===== config.mk =====
export PLATFORM = sky130hd
export DESIGN_NAME = tlb_pager
export DESIGN_NICKNAME = d
export VERILOG_FILES = /design/src/rtl/tlb_pager_pkg.sv /design/src/rtl/tlb_lru_rank.sv /design/src/rtl/tlb_cam.sv /design/src/rtl/tlb_page_store.sv /design/src/rtl/tlb_pager.sv
export SDC_FILE = /design/constraint.sdc
export NUM_CORES = 1
export LEC_CHECK = 0
export BUFFER_PORTS_ARGS = -buffer_cell sky130_fd_sc_hd__buf_2
export CORE_MARGIN = 2
export CORE_UTILIZATION = 54
export DETAILED_ROUTE_END_ITERATION = 8
export PLACE_DENSITY_LB_ADDON = 0.15
export SLEW_MARGIN = 40
export SYNTH_ARGS = -nofsm -noshare
export SYNTH_HDL_FRONTEND = slang
export SYNTH_SLANG_ARGS = --single-unit

===== constraint.sdc =====
create_clock -name clk -period 31 [get_ports clk]
set_input_delay 1.55 -clock clk [delete_from_list [all_inputs] [get_ports clk]]
set_output_delay 1.55 -clock clk [all_outputs]
set_load 0.02 [all_outputs]

===== src/rtl/tlb_pager_pkg.sv =====
// Package: shared result encoding for the address translator.
package tlb_pager_pkg;
    typedef enum logic [1:0] {
        RES_NONE    = 2'd0,
        RES_TLB_HIT = 2'd1,
        RES_PT_HIT  = 2'd2,
        RES_FAULT   = 2'd3
    } res_e;
endpackage


===== src/rtl/tlb_lru_rank.sv =====
// Recency ranking over N entries. Rank 0 is most recent, rank N-1 least.
// Assumes touch_idx < N. Victim is the eligible entry with highest rank.
// After reset entry 0 is least recent.
module tlb_lru_rank #(
    parameter int N = 3,
    parameter int W = (N > 1) ? $clog2(N) : 1
) (
    input  logic         clk,
    input  logic         rst_n,
    input  logic         touch,
    input  logic [W-1:0] touch_idx,
    input  logic [N-1:0] elig,
    output logic [W-1:0] victim
);
    logic [W-1:0] rank [N];
    logic [W-1:0] best;
    logic         found;

    // Move the touched entry to rank 0 and age those that were more recent.
    always_ff @(posedge clk) begin
        if (!rst_n) begin
            for (int i = 0; i < N; i++) rank[i] <= W'(N - 1 - i);
        end else if (touch) begin
            for (int i = 0; i < N; i++) begin
                if (W'(i) == touch_idx) rank[i] <= '0;
                else if (rank[i] < rank[touch_idx]) rank[i] <= rank[i] + 1'b1;
            end
        end
    end

    // Pick the eligible entry with the oldest rank.
    always_comb begin
        victim = '0;
        best   = '0;
        found  = 1'b0;
        for (int i = 0; i < N; i++) begin
            if (elig[i] && (!found || rank[i] > best)) begin
                victim = W'(i);
                best   = rank[i];
                found  = 1'b1;
            end
        end
    end
endmodule


===== src/rtl/tlb_cam.sv =====
// Fully associative translation cache storage with two match ports:
// one for the request page, one probing for the page being evicted.
// Assumes at most one valid slot per page (maintained by the top).
module tlb_cam #(
    parameter int N      = 3,
    parameter int VPN_W  = 4,
    parameter int FRM_W  = 3,
    parameter int SLOT_W = 2
) (
    input  logic                 clk,
    input  logic                 rst_n,
    input  logic [VPN_W-1:0]     look_vpn,
    output logic                 look_hit,
    output logic [SLOT_W-1:0]    look_idx,
    output logic [FRM_W-1:0]     look_frm,
    input  logic [VPN_W-1:0]     probe_vpn,
    output logic                 probe_hit,
    output logic [SLOT_W-1:0]    probe_idx,
    output logic                 any_free,
    output logic [SLOT_W-1:0]    free_idx,
    input  logic                 wr_en,
    input  logic [SLOT_W-1:0]    wr_idx,
    input  logic [VPN_W-1:0]     wr_vpn,
    input  logic [FRM_W-1:0]     wr_frm,
    output logic [N-1:0]         vld_o,
    output logic [N*VPN_W-1:0]   vpn_flat
);
    logic [N-1:0]     vld;
    logic [VPN_W-1:0] vpn [N];
    logic [FRM_W-1:0] frm [N];

    // Slot write: a refill or configuration load marks the slot valid.
    always_ff @(posedge clk) begin
        if (!rst_n) begin
            vld <= '0;
            for (int i = 0; i < N; i++) begin
                vpn[i] <= '0;
                frm[i] <= '0;
            end
        end else if (wr_en) begin
            vld[wr_idx] <= 1'b1;
            vpn[wr_idx] <= wr_vpn;
            frm[wr_idx] <= wr_frm;
        end
    end

    // Match both ports and find the lowest empty slot.
    always_comb begin
        look_hit  = 1'b0;
        look_idx  = '0;
        look_frm  = '0;
        probe_hit = 1'b0;
        probe_idx = '0;
        any_free  = 1'b0;
        free_idx  = '0;
        for (int i = N - 1; i >= 0; i--) begin
            if (vld[i] && vpn[i] == look_vpn) begin
                look_hit = 1'b1;
                look_idx = SLOT_W'(i);
                look_frm = frm[i];
            end
            if (vld[i] && vpn[i] == probe_vpn) begin
                probe_hit = 1'b1;
                probe_idx = SLOT_W'(i);
            end
            if (!vld[i]) begin
                any_free = 1'b1;
                free_idx = SLOT_W'(i);
            end
        end
    end

    // Flatten slot pages for the checker.
    always_comb begin
        for (int i = 0; i < N; i++) vpn_flat[i*VPN_W +: VPN_W] = vpn[i];
    end
    assign vld_o = vld;
endmodule


===== src/rtl/tlb_page_store.sv =====
// One-level page table plus reverse frame ownership map.
// Mapping a page into an owned frame unmaps the previous owner.
// The pinned frame is never mapped. Assumes a page is not remapped
// while already mapped elsewhere.
module tlb_page_store #(
    parameter int VPN_W = 4,
    parameter int FRM_W = 3,
    parameter int PIN   = 7,
    localparam int NP   = 1 << VPN_W,
    localparam int NF   = 1 << FRM_W
) (
    input  logic             clk,
    input  logic             rst_n,
    input  logic [VPN_W-1:0] look_vpn,
    output logic             pt_hit,
    output logic [FRM_W-1:0] pt_frm,
    input  logic [FRM_W-1:0] owner_frm,
    output logic [VPN_W-1:0] owner_vpn,
    output logic             free_found,
    output logic [FRM_W-1:0] free_idx,
    output logic [NF-1:0]    used_o,
    input  logic             map_en,
    input  logic [VPN_W-1:0] map_vpn,
    input  logic [FRM_W-1:0] map_frm
);
    logic [NP-1:0]    pt_v;
    logic [FRM_W-1:0] pt_f [NP];
    logic [NF-1:0]    fr_used;
    logic [VPN_W-1:0] fr_pg [NF];

    // Install a mapping, dropping the frame's previous owner first.
    always_ff @(posedge clk) begin
        if (!rst_n) begin
            pt_v    <= '0;
            fr_used <= '0;
            for (int i = 0; i < NP; i++) pt_f[i] <= '0;
            for (int i = 0; i < NF; i++) fr_pg[i] <= '0;
        end else if (map_en && map_frm != FRM_W'(PIN)) begin
            if (fr_used[map_frm]) pt_v[fr_pg[map_frm]] <= 1'b0;
            pt_v[map_vpn]    <= 1'b1;
            pt_f[map_vpn]    <= map_frm;
            fr_used[map_frm] <= 1'b1;
            fr_pg[map_frm]   <= map_vpn;
        end
    end

    assign pt_hit    = pt_v[look_vpn];
    assign pt_frm    = pt_f[look_vpn];
    assign owner_vpn = fr_pg[owner_frm];
    assign used_o    = fr_used;

    // Lowest empty frame, skipping the pinned one.
    always_comb begin
        free_found = 1'b0;
        free_idx   = '0;
        for (int i = NF - 1; i >= 0; i--) begin
            if (!fr_used[i] && i != PIN) begin
                free_found = 1'b1;
                free_idx   = FRM_W'(i);
            end
        end
    end
endmodule


===== src/rtl/tlb_pager.sv =====
// Top: translates page references through a small fully associative cache
// backed by a one-level table, faulting pages in with recency eviction.
// One request per cycle, result registered one cycle later. Configuration
// writes apply only in cycles with no request.
module tlb_pager
    import tlb_pager_pkg::*;
#(
    parameter int VPN_W    = 4,
    parameter int OFF_W    = 4,
    parameter int FRM_W    = 3,
    parameter int TLB_N    = 3,
    parameter int PT_FRAME = 7,
    parameter int CNT_W    = 16,
    localparam int VA_W    = VPN_W + OFF_W,
    localparam int PA_W    = FRM_W + OFF_W,
    localparam int NF      = 1 << FRM_W,
    localparam int SLOT_W  = (TLB_N > 1) ? $clog2(TLB_N) : 1
) (
    input  logic              clk,
    input  logic              rst_n,
    input  logic              req_valid,
    input  logic [VA_W-1:0]   req_vaddr,
    input  logic              cfg_pt_we,
    input  logic [VPN_W-1:0]  cfg_pt_vpn,
    input  logic [FRM_W-1:0]  cfg_pt_frame,
    input  logic              cfg_tlb_we,
    input  logic [SLOT_W-1:0] cfg_tlb_slot,
    input  logic [VPN_W-1:0]  cfg_tlb_vpn,
    input  logic [FRM_W-1:0]  cfg_tlb_frame,
    output logic              rsp_valid,
    output logic [1:0]        rsp_code,
    output logic [PA_W-1:0]   rsp_paddr,
    output logic [CNT_W-1:0]  hit_cnt,
    output logic [CNT_W-1:0]  fault_cnt
);
    logic [VPN_W-1:0]  vpn;
    logic [OFF_W-1:0]  off;
    logic              t_hit, p_hit, probe_hit, t_any_free, free_found;
    logic [SLOT_W-1:0] t_idx, probe_idx, t_free_idx, t_lru_idx, fill_idx;
    logic [FRM_W-1:0]  t_frm, p_frm, free_frm, lru_frm, new_frm, use_frm;
    logic [VPN_W-1:0]  evict_vpn;
    logic [NF-1:0]     fr_used;
    logic [TLB_N-1:0]  tlb_vld;
    logic [TLB_N*VPN_W-1:0] tlb_vpn_flat;
    logic              fault, evict, cfg_ok, cfg_tlb_ok;
    logic              tlb_wr, map_en, tlb_touch;
    logic [SLOT_W-1:0] tlb_wr_idx, tlb_touch_idx;
    logic [VPN_W-1:0]  tlb_wr_vpn, map_vpn;
    logic [FRM_W-1:0]  tlb_wr_frm, map_frm;
    res_e              res;

    assign vpn = req_vaddr[VA_W-1:OFF_W];
    assign off = req_vaddr[OFF_W-1:0];

    tlb_cam #(.N(TLB_N), .VPN_W(VPN_W), .FRM_W(FRM_W), .SLOT_W(SLOT_W)) u_cam (
        .clk(clk), .rst_n(rst_n),
        .look_vpn(vpn), .look_hit(t_hit), .look_idx(t_idx), .look_frm(t_frm),
        .probe_vpn(evict_vpn), .probe_hit(probe_hit), .probe_idx(probe_idx),
        .any_free(t_any_free), .free_idx(t_free_idx),
        .wr_en(tlb_wr), .wr_idx(tlb_wr_idx), .wr_vpn(tlb_wr_vpn), .wr_frm(tlb_wr_frm),
        .vld_o(tlb_vld), .vpn_flat(tlb_vpn_flat)
    );

    tlb_page_store #(.VPN_W(VPN_W), .FRM_W(FRM_W), .PIN(PT_FRAME)) u_store (
        .clk(clk), .rst_n(rst_n),
        .look_vpn(vpn), .pt_hit(p_hit), .pt_frm(p_frm),
        .owner_frm(new_frm), .owner_vpn(evict_vpn),
        .free_found(free_found), .free_idx(free_frm), .used_o(fr_used),
        .map_en(map_en), .map_vpn(map_vpn), .map_frm(map_frm)
    );

    tlb_lru_rank #(.N(TLB_N), .W(SLOT_W)) u_tlb_lru (
        .clk(clk), .rst_n(rst_n), .touch(tlb_touch), .touch_idx(tlb_touch_idx),
        .elig({TLB_N{1'b1}}), .victim(t_lru_idx)
    );

    tlb_lru_rank #(.N(NF), .W(FRM_W)) u_frm_lru (
        .clk(clk), .rst_n(rst_n), .touch(req_valid), .touch_idx(use_frm),
        .elig(fr_used & ~(NF'(1) << PT_FRAME)), .victim(lru_frm)
    );

    // Classify the request and choose frame and cache slot.
    always_comb begin
        fault   = !t_hit && !p_hit;
        new_frm = free_found ? free_frm : lru_frm;
        evict   = fault && !free_found;
        if (t_hit)      use_frm = t_frm;
        else if (p_hit) use_frm = p_frm;
        else            use_frm = new_frm;
        if (evict && probe_hit) fill_idx = probe_idx;
        else if (t_any_free)    fill_idx = t_free_idx;
        else                    fill_idx = t_lru_idx;
        if (t_hit)      res = RES_TLB_HIT;
        else if (p_hit) res = RES_PT_HIT;
        else            res = RES_FAULT;
    end

    // Steer write ports between request traffic and configuration.
    always_comb begin
        cfg_ok     = !req_valid;
        cfg_tlb_ok = cfg_ok && cfg_tlb_we && (int'(cfg_tlb_slot) < TLB_N);
        tlb_wr     = (req_valid && !t_hit) || cfg_tlb_ok;
        tlb_wr_idx = req_valid ? fill_idx : cfg_tlb_slot;
        tlb_wr_vpn = req_valid ? vpn : cfg_tlb_vpn;
        tlb_wr_frm = req_valid ? use_frm : cfg_tlb_frame;
        tlb_touch     = req_valid || cfg_tlb_ok;
        tlb_touch_idx = req_valid ? (t_hit ? t_idx : fill_idx) : cfg_tlb_slot;
        map_en  = (req_valid && fault) || (cfg_ok && cfg_pt_we);
        map_vpn = req_valid ? vpn : cfg_pt_vpn;
        map_frm = req_valid ? new_frm : cfg_pt_frame;
    end

    // Register the response and advance the counters.
    always_ff @(posedge clk) begin
        if (!rst_n) begin
            rsp_valid <= 1'b0;
            rsp_code  <= RES_NONE;
            rsp_paddr <= '0;
            hit_cnt   <= '0;
            fault_cnt <= '0;
        end else begin
            rsp_valid <= req_valid;
            if (req_valid) begin
                rsp_code  <= res;
                rsp_paddr <= {use_frm, off};
                if (t_hit) hit_cnt   <= hit_cnt + 1'b1;
                if (fault) fault_cnt <= fault_cnt + 1'b1;
            end
        end
    end
endmodule


== After elaboration in Yosys (flattened, before gate mapping) ==
Memory sizes are Yosys's and may differ from the RTL's.
Cells that the tools add are included.

* Memory bits (writable): 131
* Bits in registers: 69
* Word-level logic and storage cells: 376
* Memories: 6
* Output and inout port bits: 42
* Input port bits: 29

{| class="wikitable"
|+ Memory list
! memory !! words !! bits a word !! rd ports !! clocked after memory_dff !! write ports !! line !! source
|-
| u_store.pt_f || 16 || 3 || 1 || 0 || 16 || tlb_page_store.sv:27 || <nowiki>logic [FRM_W-1:0] pt_f [NP];</nowiki>
|-
| u_store.fr_pg || 8 || 4 || 2 || 0 || 8 || tlb_page_store.sv:29 || <nowiki>logic [VPN_W-1:0] fr_pg [NF];</nowiki>
|-
| u_frm_lru.rank || 8 || 3 || 9 || 0 || 8 || tlb_lru_rank.sv:15 || <nowiki>logic [W-1:0] rank [N];</nowiki>
|-
| u_cam.vpn || 3 || 4 || 3 || 0 || 3 || tlb_cam.sv:29 || <nowiki>logic [VPN_W-1:0] vpn [N];</nowiki>
|-
| u_cam.frm || 3 || 3 || 3 || 0 || 3 || tlb_cam.sv:30 || <nowiki>logic [FRM_W-1:0] frm [N];</nowiki>
|-
| u_tlb_lru.rank || 3 || 2 || 4 || 0 || 3 || tlb_lru_rank.sv:15 ||
|}

* $lt $le $gt $ge: 29
* Equal/unequal tests: 16
* Reduce and logical (&&, ||, !) cells: 52
* Bitwise logic cells: 27
* Mux-type cells: 225
* Add/subtract/negate cells: 13

{| class="wikitable"
|+ Operator list
! kind !! count
|-
| 1-bit two-way mux || 141
|-
| 3-bit two-way mux || 43
|-
| 2-bit two-way mux || 27
|-
| 16-bit two-way mux || 3
|-
| 16-bit by 1-bit adder with 16-bit output, second input constant || 2
|-
| 1-bit logical AND || 25
|-
| 3-bit by 1-bit adder with 3-bit output, second input constant || 8
|-
| 4-bit equality test || 6
|-
| 3-bit < comparator || 8
|-
| 1-bit bitwise OR || 22
|-
| 4-bit two-way mux || 5
|-
| 3-bit greater-than comparator || 6
|-
| 16-bit AND || 1
|-
| 16-bit NOT || 1
|-
| 16-bit bitwise OR || 1
|-
| 4-bit by 5-bit < comparator with 1-bit output, second input constant || 3
|-
| 3-bit equality test, first input constant || 4
|-
| 1-bit logical NOT || 10
|-
| 1-bit logical OR || 9
|-
| 1-bit demux with 4-bit select || 2
|-
| 4-bit by 1-bit >= comparator with 1-bit output, second input constant || 2
|-
| 8-bit bitwise OR || 1
|-
| 4-bit OR reduction || 2
|-
| 2-bit by 1-bit adder with 2-bit output, second input constant || 3
|-
| other kinds (21) || 27
|}

== Logic depth before layout (Yosys ltp) ==
Gate-level depths: netlist of the first run.
An unclocked memory read counts as a cell.

* Depth after elaboration: 45
* Depth in mapped cells: 54
* Depth with buffers taken out: 51

== Hierarchy ==
From an unflattened synthesis of the first run, not the netlist that was laid out.

* Cells, all modules: 1220
* Area total of the unflattened synthesis: 12500.7 µm²

{| class="wikitable"
|+ Modules (own cells, without submodules)
! module !! area an instance (µm²) !! cells each !! instances !! seq. area each (µm²)
|-
| tlb_page_store || 5461.5 || 450 || 1 || 2882.8
|-
| tlb_lru_rank (u_frm_lru) || 2787.7 || 295 || 1 || 720.7
|-
| tlb_pager || 2229.6 || 277 || 1 || 840.8
|-
| tlb_cam || 1337.5 || 120 || 1 || 690.7
|-
| tlb_lru_rank (u_tlb_lru) || 684.4 || 78 || 1 || 180.2
|}

== Worst setup path after synthesis of the first run ==
No wires, ideal clock.

* Kind: reg2reg
* Start point: reg u_store.fr_used[0], in the netlist u_store.used_o[0]
* End point: mem u_frm_lru.rank[5][0] (netlist bit) (enable)
* Cell stages (with the launch flop): 50
* Path slack: 20.769 ns
* Data required time: 30.666 ns
* Arrival: 9.898 ns
* Clock period less this slack: 10.231 ns
* Path buffers: 3
* Path through: dfxtp_1 buf_6 nand2_1 ha_1 nor2b_1 o21ai_1 a31oi_1 mux2_2 ha_1 a31oi_1 a22oi_2 nor2_1 a21oi_1 inv_1 ha_1 a21oi_1 a21oi_1 o21ai_2 [14 not listed] a21oi_1 nor3_2 a21boi_2 o21a_4 buf_6 nor2_1 a21oi_1 o221ai_1 clkbuf_1 and2_1 a211oi_1 a31oi_1 a21oi_1 ha_1 a211oi_1 o21ai_0 a31o_2 o211ai_1

{| class="wikitable"
|+ RTL lines
! item !! line !! source
|-
| from (decl) || tlb_page_store.sv:28 || <nowiki>logic [NF-1:0] fr_used;</nowiki>
|-
| from (signal assigned) || tlb_page_store.sv:35 || <nowiki>fr_used <= '0;</nowiki>
|-
| from (signal, indexed assignment) || tlb_page_store.sv:42 || <nowiki>fr_used[map_frm] <= 1'b1;</nowiki>
|-
| to (decl) || tlb_lru_rank.sv:15 ||
|}

==> key figures, run 1 <==
Critical path
  – Setup CP Type: reg -> reg
  – Crit. End Element: flop
  – Crit path depth: 47
  – FF-to-FF path depth: 47
  – Crit path largest cell delay: 0.69 ns
  – Most Frequent Cell on Critical Path: a21oi_1
  – CP bufs+invs: 3
  – CP Max Fanout: 14
  – Critical-path top delay cell: a21oi_1
  – Worst path arrival time: 11.87 ns
  – Crit path max-delay family: compound AO/OA/AOI/OAI gates
  – Crit start category: flop
  – CP required: 31.12 ns

Yosys
  – #FFs+latches synth: 199
  – Synth warn: 0
  – Sequential fraction of the synthesis area: 44.81%
  – Post-Syn Area per Cell: ~9.9 sq um
  – Top cells by count, synth: nor2_1, nand2_1, edfxtp_1
  – Post-synth EDFFs: 131
  – Syn Inst Count: 1195
  – Top cell type by total area after synthesis: edfxtp_1
  – Mapped Area: 0.01182 sq mm
  – Synth top area share: 33.29%
  – Dominant synthesized flop cell: edfxtp_1
  – Distinct cell type count after synthesis: 91
  – Async set-reset flop share out of synthesis: 0%
  – Area contributors post-synth: edfxtp_1, dfxtp_1, nor2_1
  – Top-count cell post-synth: nor2_1

Global routing
  – First-pass GRT wire length: 47570 um
  – Antenna violations before repair: 0
  – Largest net degree at the start of global routing: 55
  – Vias in the first global route: 9011
  – GRT overflow: 0
  – All-layer global routing usage: 25.62%

STA
  – Final Hold Fails: 0
  – Endpoints failing setup: 0
  – Worst-margin pin slew: 0.8801 ns
  – Ratio of final minimum period to clock period: 37.93%
  – Setup tns final: 0 ns
  – Skew final: approximately 0.011 ns
  – Final max-slew violation count: 0
  – Hold_ws: 0.4625 ns
  – Max Clock Freq: 85.05 MHz
  – Tmin final: 11.76 ns
  – Max_slew headroom: 41.33%
  – Unrepaired setup endpoints after global routing: no

Route
  – Antenna Nets Post-Route: 0
  – DRC: 0
  – Vias/cell: approximately 6
  – DR WL/cell: ~19 um
  – TritonRoute pass-1 iters: 6
  – Initial drt markers: slightly above 800
  – Routed WL: between 20000 and 30000 um
  – Via count: 9339

Hold path
  – Hold depth: 2
  – Hold/Removal Path Class: reg -> reg

Final layout
  – Syn-to-layout area delta: 10.22%
  – Layout Nets: 1323
  – Layout cells sized above 1: 16.45%
  – Non-filler instance count after layout: 1538
  – Final core utilization: between 60% and 70%
  – Ant. Diodes: 0

Clock tree
  – CTS max path bufs: 2
  – CTS root buf: clkbuf_16
  – Post_cts resized: 0
  – CTS HTree Levels: 4
  – Hold buffer count at CTS: 0
  – Post-CTS setup repair buffer count: 0
  – TritonCTS clock tree: built
  – Worst skew pair latency: between 0.4 and 0.5 ns
  – Clock Pin Slew Worst Setup and Hold Paths: 0.08 ns
  – Cts bufs inserted: 17
  – TritonCTS Sinks: 199

Die
  – Core area: 0.02162 sq mm
  – Die width: 151.9 um
  – Number of core rows: 54
  – Initial Util: between 50% and 60%
  – # IOs: 71
  – Chip height: roughly 150 um
  – Die footprint: between 0.02 and 0.025 sq mm

Power
  – Pwr per Cell Area: ~53 mW/mm^2
  – Peak supply drop: about 0.000034 V
  – Pleak: roughly 5.2 nW

Placed design
  – DP Cell Count: around 1.5k
  – Final Wtd Congestion: 0.9427
  – Hpwl dp: 21670 um
  – Port Buffers: 70

Run
  – Max-cap viol count: 0

Run status
  – Status: finished, final reports clean
## tightest hold or removal path, delay by kind of cell (launching register included)
family        cells  cell delay (ns)
simple gates      2             0.11
flops             1             0.32
## report_power, final
part | internal, mW | leakage [nW] | switching (mW)
sequential | 0.301 | 1.88 | 0.0176
clock | 0.115 | 0.304 | 0.112
combinational | 0.0577 | 3.02 | 0.0879
total | 0.474 | 5.21 | 0.218
## final timing paths
kind / startpoint / endpoint / slack, ns
max: u_store.used_o[0]$_SDFFE_PN0P_ / u_frm_lru.rank[5][2]$_SDFFCE_PN0P_ / 19.24
min: u_store.pt_v[10]$_SDFFE_PN0P_ / u_store.pt_v[10]$_SDFFE_PN0P_ / 0.46
max reg2reg: u_store.used_o[0]$_SDFFE_PN0P_ / u_frm_lru.rank[5][2]$_SDFFCE_PN0P_ / 19.24
min reg2reg: u_store.pt_v[10]$_SDFFE_PN0P_ / u_store.pt_v[10]$_SDFFE_PN0P_ / 0.46
## area by class of cell
cell class | count | area (sq um)
well taps | 280 | 350.3
flip-flops and latches | 199 | 5295
inverters | 42 | 157.7
fillers | 1867 | 8596
clock buffers | 18 | 439.2
repair buffers | 85 | 462.9
multi-input cells | 900 | 6147
clock inverters | 14 | 172.7
## state kept, by name (all words and copies together), names as in the netlist, 6 cells and up
| name | count |
|---|---|
| u_cam.frm | 9 |
| u_store.pt_v | 16 |
| fault_cnt | 16 |
| rsp_paddr | 7 |
| u_store.fr_pg | 32 |
| u_frm_lru.rank | 24 |
| u_tlb_lru.rank | 6 |
| hit_cnt | 16 |
| u_cam.vpn | 12 |
| u_store.used_o | 7 |
| u_store.pt_f | 48 |
## per-stage QoR
step	worst slack (ns)	cell area, sq um	power (mW)
2_1_floorplan	20.77	11830	0.4295
3_3_place_gp	19.53	12400	0.4635
3_5_place_dp	19.09	12410	0.4685
4_1_cts	19.04	13020	0.6942
5_1_grt	18.26	13030	0.7244
6_report	19.24	13030	0.6920
## cells by family after synthesis
kind of cell | count (synthesis) | share of synthesized area (%)
AOI/OAI and AO/OA | 230 | 14.12
xor gates and xnor gates | 47 | 3.483
adders and majority gates | 50 | 5.273
buffers and inverters | 99 | 3.504
DFF | 199 | 44.81
muxes | 73 | 9.232
other | 1 | 0.03173
and+or+nand+nor | 496 | 19.54
## layout by cell type (no fill, tap or decap), types with 14 or more instances in the layout
cell type and n:
a211oi_1 16, or3_1 17, buf_2 70, nand3_1 31, a21oi_1 43, xor2_1 33
o21ai_0 51, dfxtp_1 68, nor2_1 193, mux2i_1 31, buf_4 15, o21a_1 15
clkbuf_16 17, xnor2_1 14, mux4_2 27, ha_1 49, nand4_1 14, nand2_1 142
edfxtp_1 131, inv_1 41
## metal layers
metal | vias to the layer above | track usage (%) | wire length (um)
met4 | 0 | 6.275 | 454
met2 | 332 | 42.77 | 14300
li1 | 4454 | - | -
met5 | - | 0 | 0
met1 | 4514 | 35.42 | 12910
met3 | 39 | 3.851 | 1836
Power figures use the tool's default switching activity.
==> inputs of run 2 (changes only) <==
clock period = 10.7 ns   (was 31 ns; I/O delays follow)
==> run 2 against run 1 <==
Register-to-register slack got worse by 19 ns. Critical endpoint is now u_tlb_lru.rank[0][1]$_SDFFCE_PN1P_. Utilization rose by 0.87 points. Wire length rose by 1.1%. Sequential cell count did not move. Sequential power rose to 2.9 times the previous value. Worst setup slack got worse by 19 ns. Via count rose by 1.4%. Final area rose by 1.4%. Die area did not move. First-iteration DRC count fell by 4.4%.
==> key figures, run 2 (synthesis gave the netlist of run 1 again) <==
Die
  – Die width: 151.9 um
  – Core area: ~0.022 sq mm
  – Die footprint: 0.02308 sq mm
  – Number of core rows: 54
  – # IOs: 71
  – Initial Util: 54.66%
  – Chip height: roughly 150 um

Critical path
  – Crit start category: flop
  – Most Frequent Cell on Critical Path: ha_1
  – Crit path largest cell delay: 0.43 ns
  – FF-to-FF path depth: 44
  – Worst reg2reg startpoint: u_frm_lru.rank[0][0]$_SDFFCE_PN1P_
  – RR Endpoint: u_tlb_lru.rank[0][1]$_SDFFCE_PN1P_
  – CP Max Fanout: 7
  – Critical-path top delay cell: edfxtp_1
  – FF-to-FF setup slack: 0.69 ns
  – CP required: approximately 11 ns
  – Setup CP Type: reg -> reg
  – Crit. End Element: flop
  – Worst path arrival time: 10.18 ns

Clock tree
  – TritonCTS Sinks: between 150 and 200
  – Worst skew pair latency: ~0.45 ns
  – TritonCTS clock tree: built
  – CTS root buf: clkbuf_16
  – Clock Pin Slew Worst Setup and Hold Paths: ~0.080 ns
  – Cts bufs inserted: 17
  – CTS max path bufs: 2
  – CTS HTree Levels: 4
  – Hold buffer count at CTS: 0

STA
  – Worst-margin pin slew: 0.8344 ns
  – Skew final: roughly 0.018 ns
  – Endpoints failing setup: 0
  – Max_slew headroom: 43.27%
  – Tmin final: 10.01 ns
  – Setup tns final: 0 ns
  – Final max-slew violation count: 0
  – Final Hold Fails: 0
  – Max Clock Freq: 99.88 MHz
  – Ratio of final minimum period to clock period: 93.57%

Final layout
  – Fillcell total: between 1.5k and 2k
  – Largest Register: u_store.pt_f
  – Largest regs: u_store.pt_f x48, u_store.fr_pg x32, u_frm_lru.rank x24
  – Register area: 0.005295 sq mm
  – Layout cells sized above 1: between 10% and 20%
  – Commonest non-fill, non-tap cell in the layout: nor2_1
  – Most frequent cells in the layout: nor2_1, nand2_1, edfxtp_1
  – Area occupied by multi-input gates: 0.006201 sq mm
  – Non-filler instance count after layout: between 1.5k and 2k
  – Max FFs per register: 48
  – Syn-to-layout area delta: 11.81%
  – Ant. Diodes: 0
  – Final core utilization: between 60 and 70%
  – Layout Nets: 1342

Route
  – Initial drt markers: 781
  – Routed WL: 29810 um
  – TritonRoute pass-1 iters: 5
  – Vias/cell: 6.083
  – Antenna Nets Post-Route: 0
  – DR WL/cell: 19.15 um
  – DRC: 0
  – Via count: 9472

Run
  – Max-cap viol count: 0

Hold path
  – Hold/Removal Path Class: in -> reg
  – Hold depth: 3
  – Hold EP: rsp_paddr[3]$_SDFFE_PN0P_
  – HP Start: req_vaddr[3]

Global routing
  – GRT overflow: 0
  – All-layer global routing usage: a little over a quarter
  – Vias in the first global route: between 9k and 10k
  – Antenna violations before repair: 0
  – First-pass GRT wire length: 48100 um
  – Largest net degree at the start of global routing: 52

Run status
  – Status: finished, final reports clean

Placed design
  – DP Cell Count: 1518
  – Port Buffers: 70
  – Hpwl dp: 21920 um
  – Final Wtd Congestion: 0.8716

Power
  – Switching power: 0.6440 mW
  – Int Pwr: between 1 and 1.5 mW
  – Peak supply drop: 0.0001163 V
  – Comb pwr share: 22.1%
  – Pleak: 5.289 nW
  – Total power: 2.012 mW
  – Sequential power share: 45.7%
  – Pwr per Cell Area: 152.3 mW/mm^2
  – Clock Power Share: 32.2%
  – Sw frac: 32.01%
==> run 2: routing by layer <==
metal	vias up	GRT usage, %	part of all wire [%]
met3	68	3.537	5.9
met5	-	0	0
met1	4601	35.21	44
li1	4495	-	-
met2	308	43.41	48
met4	0	9.079	2.5
==> run 2: power groups by stage <==
stage	combinational [mW]	clock, mW	sequential (mW)
after CTS	0.433	0.654	0.919
after floorplan	0.324	0	0.921
final	0.445	0.647	0.919
after global placement	0.419	0	0.935
after global routing	0.498	0.685	0.926
after detailed placement	0.430	0	0.936
==> run 2: layout make-up <==
class,count,area share [%]
multi-input cells,900,46.93
flip-flops and latches,199,40.08
repair buffers,104,4.678
clock buffers,17,3.220
well taps,280,2.652
clock inverters,15,1.250
inverters,42,1.193
==> run 2: what timing repair did <==
action | CTS | global route
buffers inserted | 0 | 7
gates resized for setup | 0 | 14
endpoints found under the setup margin | 0 | 103
==> run 2: worst max-delay path by stage <==
stage	startpoint	end	slack, ns	depth (start not counted)
6_report	u_frm_lru.rank[0][0]$_SDFFCE_PN1P_	u_tlb_lru.rank[0][1]$_SDFFCE_PN1P_	0.69	44
5_1_grt	u_frm_lru.rank[0][1]$_SDFFCE_PN1P_	u_frm_lru.rank[2][2]$_SDFFCE_PN1P_	-0.002	50
4_1_cts	u_frm_lru.rank[0][0]$_SDFFCE_PN1P_	u_frm_lru.rank[2][2]$_SDFFCE_PN1P_	0.05	49
3_5_place_dp	u_frm_lru.rank[0][0]$_SDFFCE_PN1P_	u_frm_lru.rank[2][1]$_SDFFCE_PN0P_	0.11	49
3_3_place_gp	u_frm_lru.rank[0][0]$_SDFFCE_PN1P_	u_frm_lru.rank[0][0]$_SDFFCE_PN1P_	0.54	48
2_1_floorplan	u_store.used_o[0]$_SDFFE_PN0P_	u_frm_lru.rank[5][0]$_SDFFCE_PN0P_	0.47	49
==> run 2: critical path: cells and delay by family (launching register included) <==
| family | cells | cell delay [ns] |
|---|---|---|
| compound gates | 19 | 3.60 |
| fa+ha+maj | 6 | 1.64 |
| buf+inv | 3 | 0.29 |
| flops | 1 | 0.43 |
| mux | 5 | 1.62 |
| simple gates | 11 | 2.16 |
==> run 2: stage by stage <==
stage,area [sq um],hold WS [ns],setup WS [ns]
after floorplan,11830,0.4311,0.4688
after global routing,13210,0.3310,-0.001738
after CTS,13090,0.3199,0.05262
after global placement,12490,0.4468,0.5386
final,13210,0.3338,0.6882
after detailed placement,12500,0.4552,0.1101
==> inputs of run 3 (changes only) <==
BUFFER_PORTS_ARGS = default   (was -buffer_cell sky130_fd_sc_hd__buf_2)
CORE_UTILIZATION = 40   (was 54)
CTS_CLUSTER_SIZE = 8   (was default)
DONT_BUFFER_PORTS = 1   (was default)
==> run 3 against run 2 <==
Non-clock buffer count fell by 64. Power rose by 0.56%. Clock skew fell by 0.0063 ns. Sequential power rose by 0.7%. Via count fell by 4.5%. Global-route usage fell by 5.0 points. Largest power group unchanged.
==> key figures, run 3 (synthesis gave the netlist of run 1 again) <==
STA
  – Tmin final: just over 10 ns
  – Endpoints failing setup: 0
  – Max_slew headroom: 55.78%
  – Skew final: 0.01174 ns
  – Unrepaired setup endpoints after global routing: no
  – Setup tns final: 0 ns
  – Worst-margin pin slew: 0.6449 ns
  – Final Hold Fails: 0
  – Max Clock Freq: 99.37 MHz
  – Ratio of final minimum period to clock period: 94.05%
  – Final max-slew violation count: 0

Critical path
  – CP required: 10.86 ns
  – Most Frequent Cell on Critical Path: ha_1
  – Setup CP Type: reg -> reg
  – Crit path largest cell delay: 0.46 ns
  – Crit. End Element: flop
  – Critical-path top delay cell: or3_1
  – Crit start category: flop
  – CP Max Fanout: 6
  – Worst path arrival time: 10.22 ns

Route
  – Vias/cell: between 5 and 6
  – DR WL/cell: 20.05 um
  – Antenna Nets Post-Route: 0
  – Routed WL: 32040 um
  – Initial drt markers: 773
  – TritonRoute pass-1 iters: 6
  – DRC: 0
  – Via count: 9050

Power
  – Peak supply drop: 0.0001033 V
  – Comb pwr share: 21.4%
  – Sequential power share: 45.7%
  – Total power: around 2 mW
  – Int Pwr: 1.388 mW
  – Pleak: 4.994 nW
  – Sw frac: about a third
  – Switching power: 0.6346 mW
  – Clock Power Share: 32.9%
  – Pwr per Cell Area: 154.9 mW/mm^2

Global routing
  – GRT overflow: 0
  – All-layer global routing usage: a little over a fifth
  – Antenna violations before repair: 1
  – Vias in the first global route: 8874
  – Largest net degree at the start of global routing: 61
  – First-pass GRT wire length: about 50000 um

Die
  – Die width: 175.9 um
  – Core area: 0.02894 sq mm
  – Initial Util: around 41%
  – Die footprint: 0.03094 sq mm
  – Chip height: 175.9 um
  – # IOs: around 70
  – Number of core rows: 62

Clock tree
  – CTS HTree Levels: 4
  – Cts bufs inserted: 17
  – CTS max path bufs: 2
  – Clock Pin Slew Worst Setup and Hold Paths: about 0.08 ns
  – Hold buffer count at CTS: 0
  – TritonCTS clock tree: built
  – CTS root buf: clkbuf_16
  – TritonCTS Sinks: 199
  – Worst skew pair latency: 0.45 ns

Final layout
  – Largest regs: u_store.pt_f x48, u_store.fr_pg x32, u_frm_lru.rank x24
  – Syn-to-layout area delta: 10.49%
  – Fillcell total: between 2k and 3k
  – Largest Register: u_store.pt_f
  – Layout cells sized above 1: 14.10%
  – Layout Nets: 1278
  – Commonest non-fill, non-tap cell in the layout: nor2_1
  – Most frequent cells in the layout: nor2_1, nand2_1, edfxtp_1
  – Max FFs per register: 48

Hold path
  – Hold/Removal Path Class: in -> reg

Placed design
  – Final Wtd Congestion: 0.8983
  – Hpwl dp: 23240 um
  – Port Buffers: 0

Run
  – Max-cap viol count: 0

Run status
  – Status: finished, final reports clean
[run 3: cell types whose count changed in the layout (fill, tap and decap cells not counted), moves of 2 or more]
cell / change
clkinvlp_4: -3
nand2_1: +2
nand2_2: -2
mux2i_4: +2
buf_2: -70
buf_4: +6
[run 3: worst paths after layout]
kind                                            from                                  to  slack (ns)  cells past startpoint
hold reg to reg        u_store.pt_v[10]$_SDFFE_PN0P_       u_store.pt_v[10]$_SDFFE_PN0P_        0.46                      2
setup reg to reg  u_frm_lru.rank[0][0]$_SDFFCE_PN1P_  u_tlb_lru.rank[2][1]$_SDFFCE_PN0P_        0.64                     47
hold / removal                             req_valid           rsp_paddr[4]$_SDFFE_PN0P_        0.17                      1
setup / recovery  u_frm_lru.rank[0][0]$_SDFFCE_PN1P_  u_tlb_lru.rank[2][1]$_SDFFCE_PN0P_        0.64                     47
[run 3: routing by layer]
metal  vias to the layer above  track usage [%]  share of wire, %  wire, um
li1                       4371                -                 -         -
met1                      4344            27.45                45     14510
met2                       282            33.45                45     14570
met3                        53            6.126               6.8      2187
met4                         0            7.472               2.4       771
met5                         -                0                 0         0
[run 3: critical path: cells and delay by family (launching register included)]
kind / cells / cell delay (ns)
AOI/OAI and AO/OA: 20 / 3.75
and+or+nand+nor: 12 / 2.12
adders and majority gates: 6 / 1.65
muxes: 4 / 1.29
buffers and inverters: 5 / 0.56
DFF: 1 / 0.39
[run 3: power by group through the flow]
stage          clock, mW  combinational, mW  sequential (mW)
2_1_floorplan          0              0.324            0.921
3_3_place_gp           0              0.406            0.941
3_5_place_dp           0              0.415            0.942
4_1_cts            0.683              0.417            0.924
5_1_grt            0.705              0.483            0.931
6_report           0.666              0.432            0.925
[run 3: area by class of cell]
cell class                      count  area [sq um]  area share, %
Clock inverter                     15         181.4          1.389
Multi-Input combinational cell    900          6210          47.56
Inverter                           42         157.7          1.207
Timing Repair Buffer               40         304.0          2.328
Sequential cell                   199          5296          40.56
Antenna cell                        1         2.502        0.01916
Tap cell                          384         480.5          3.680
Clock buffer                       17         425.4          3.258
[run 3: through the flow]
step / cell area [sq um] / hold WS (ns) / instances / setup WS, ns / utilization [%]
floorplan: 11830 / 0.4311 / 1198 / 0.4688 / -
global placement: 12320 / 0.4490 / 1558 / 0.5541 / 42.58
detailed placement: 12340 / 0.4503 / 1558 / 0.2963 / 42.66
CTS: 12950 / 0.1435 / 1590 / 0.2240 / 44.75
global route: 13060 / 0.1478 / 1597 / 0.002671 / 45.12
finish: 13060 / 0.1689 / 1598 / 0.6364 / 45.13
[run 3: repair_timing]
item                       CTS  global route
buffers inserted             0             7
resized for setup            0            14
hold endpoints to repair     0             0
setup endpoints to repair    0            97
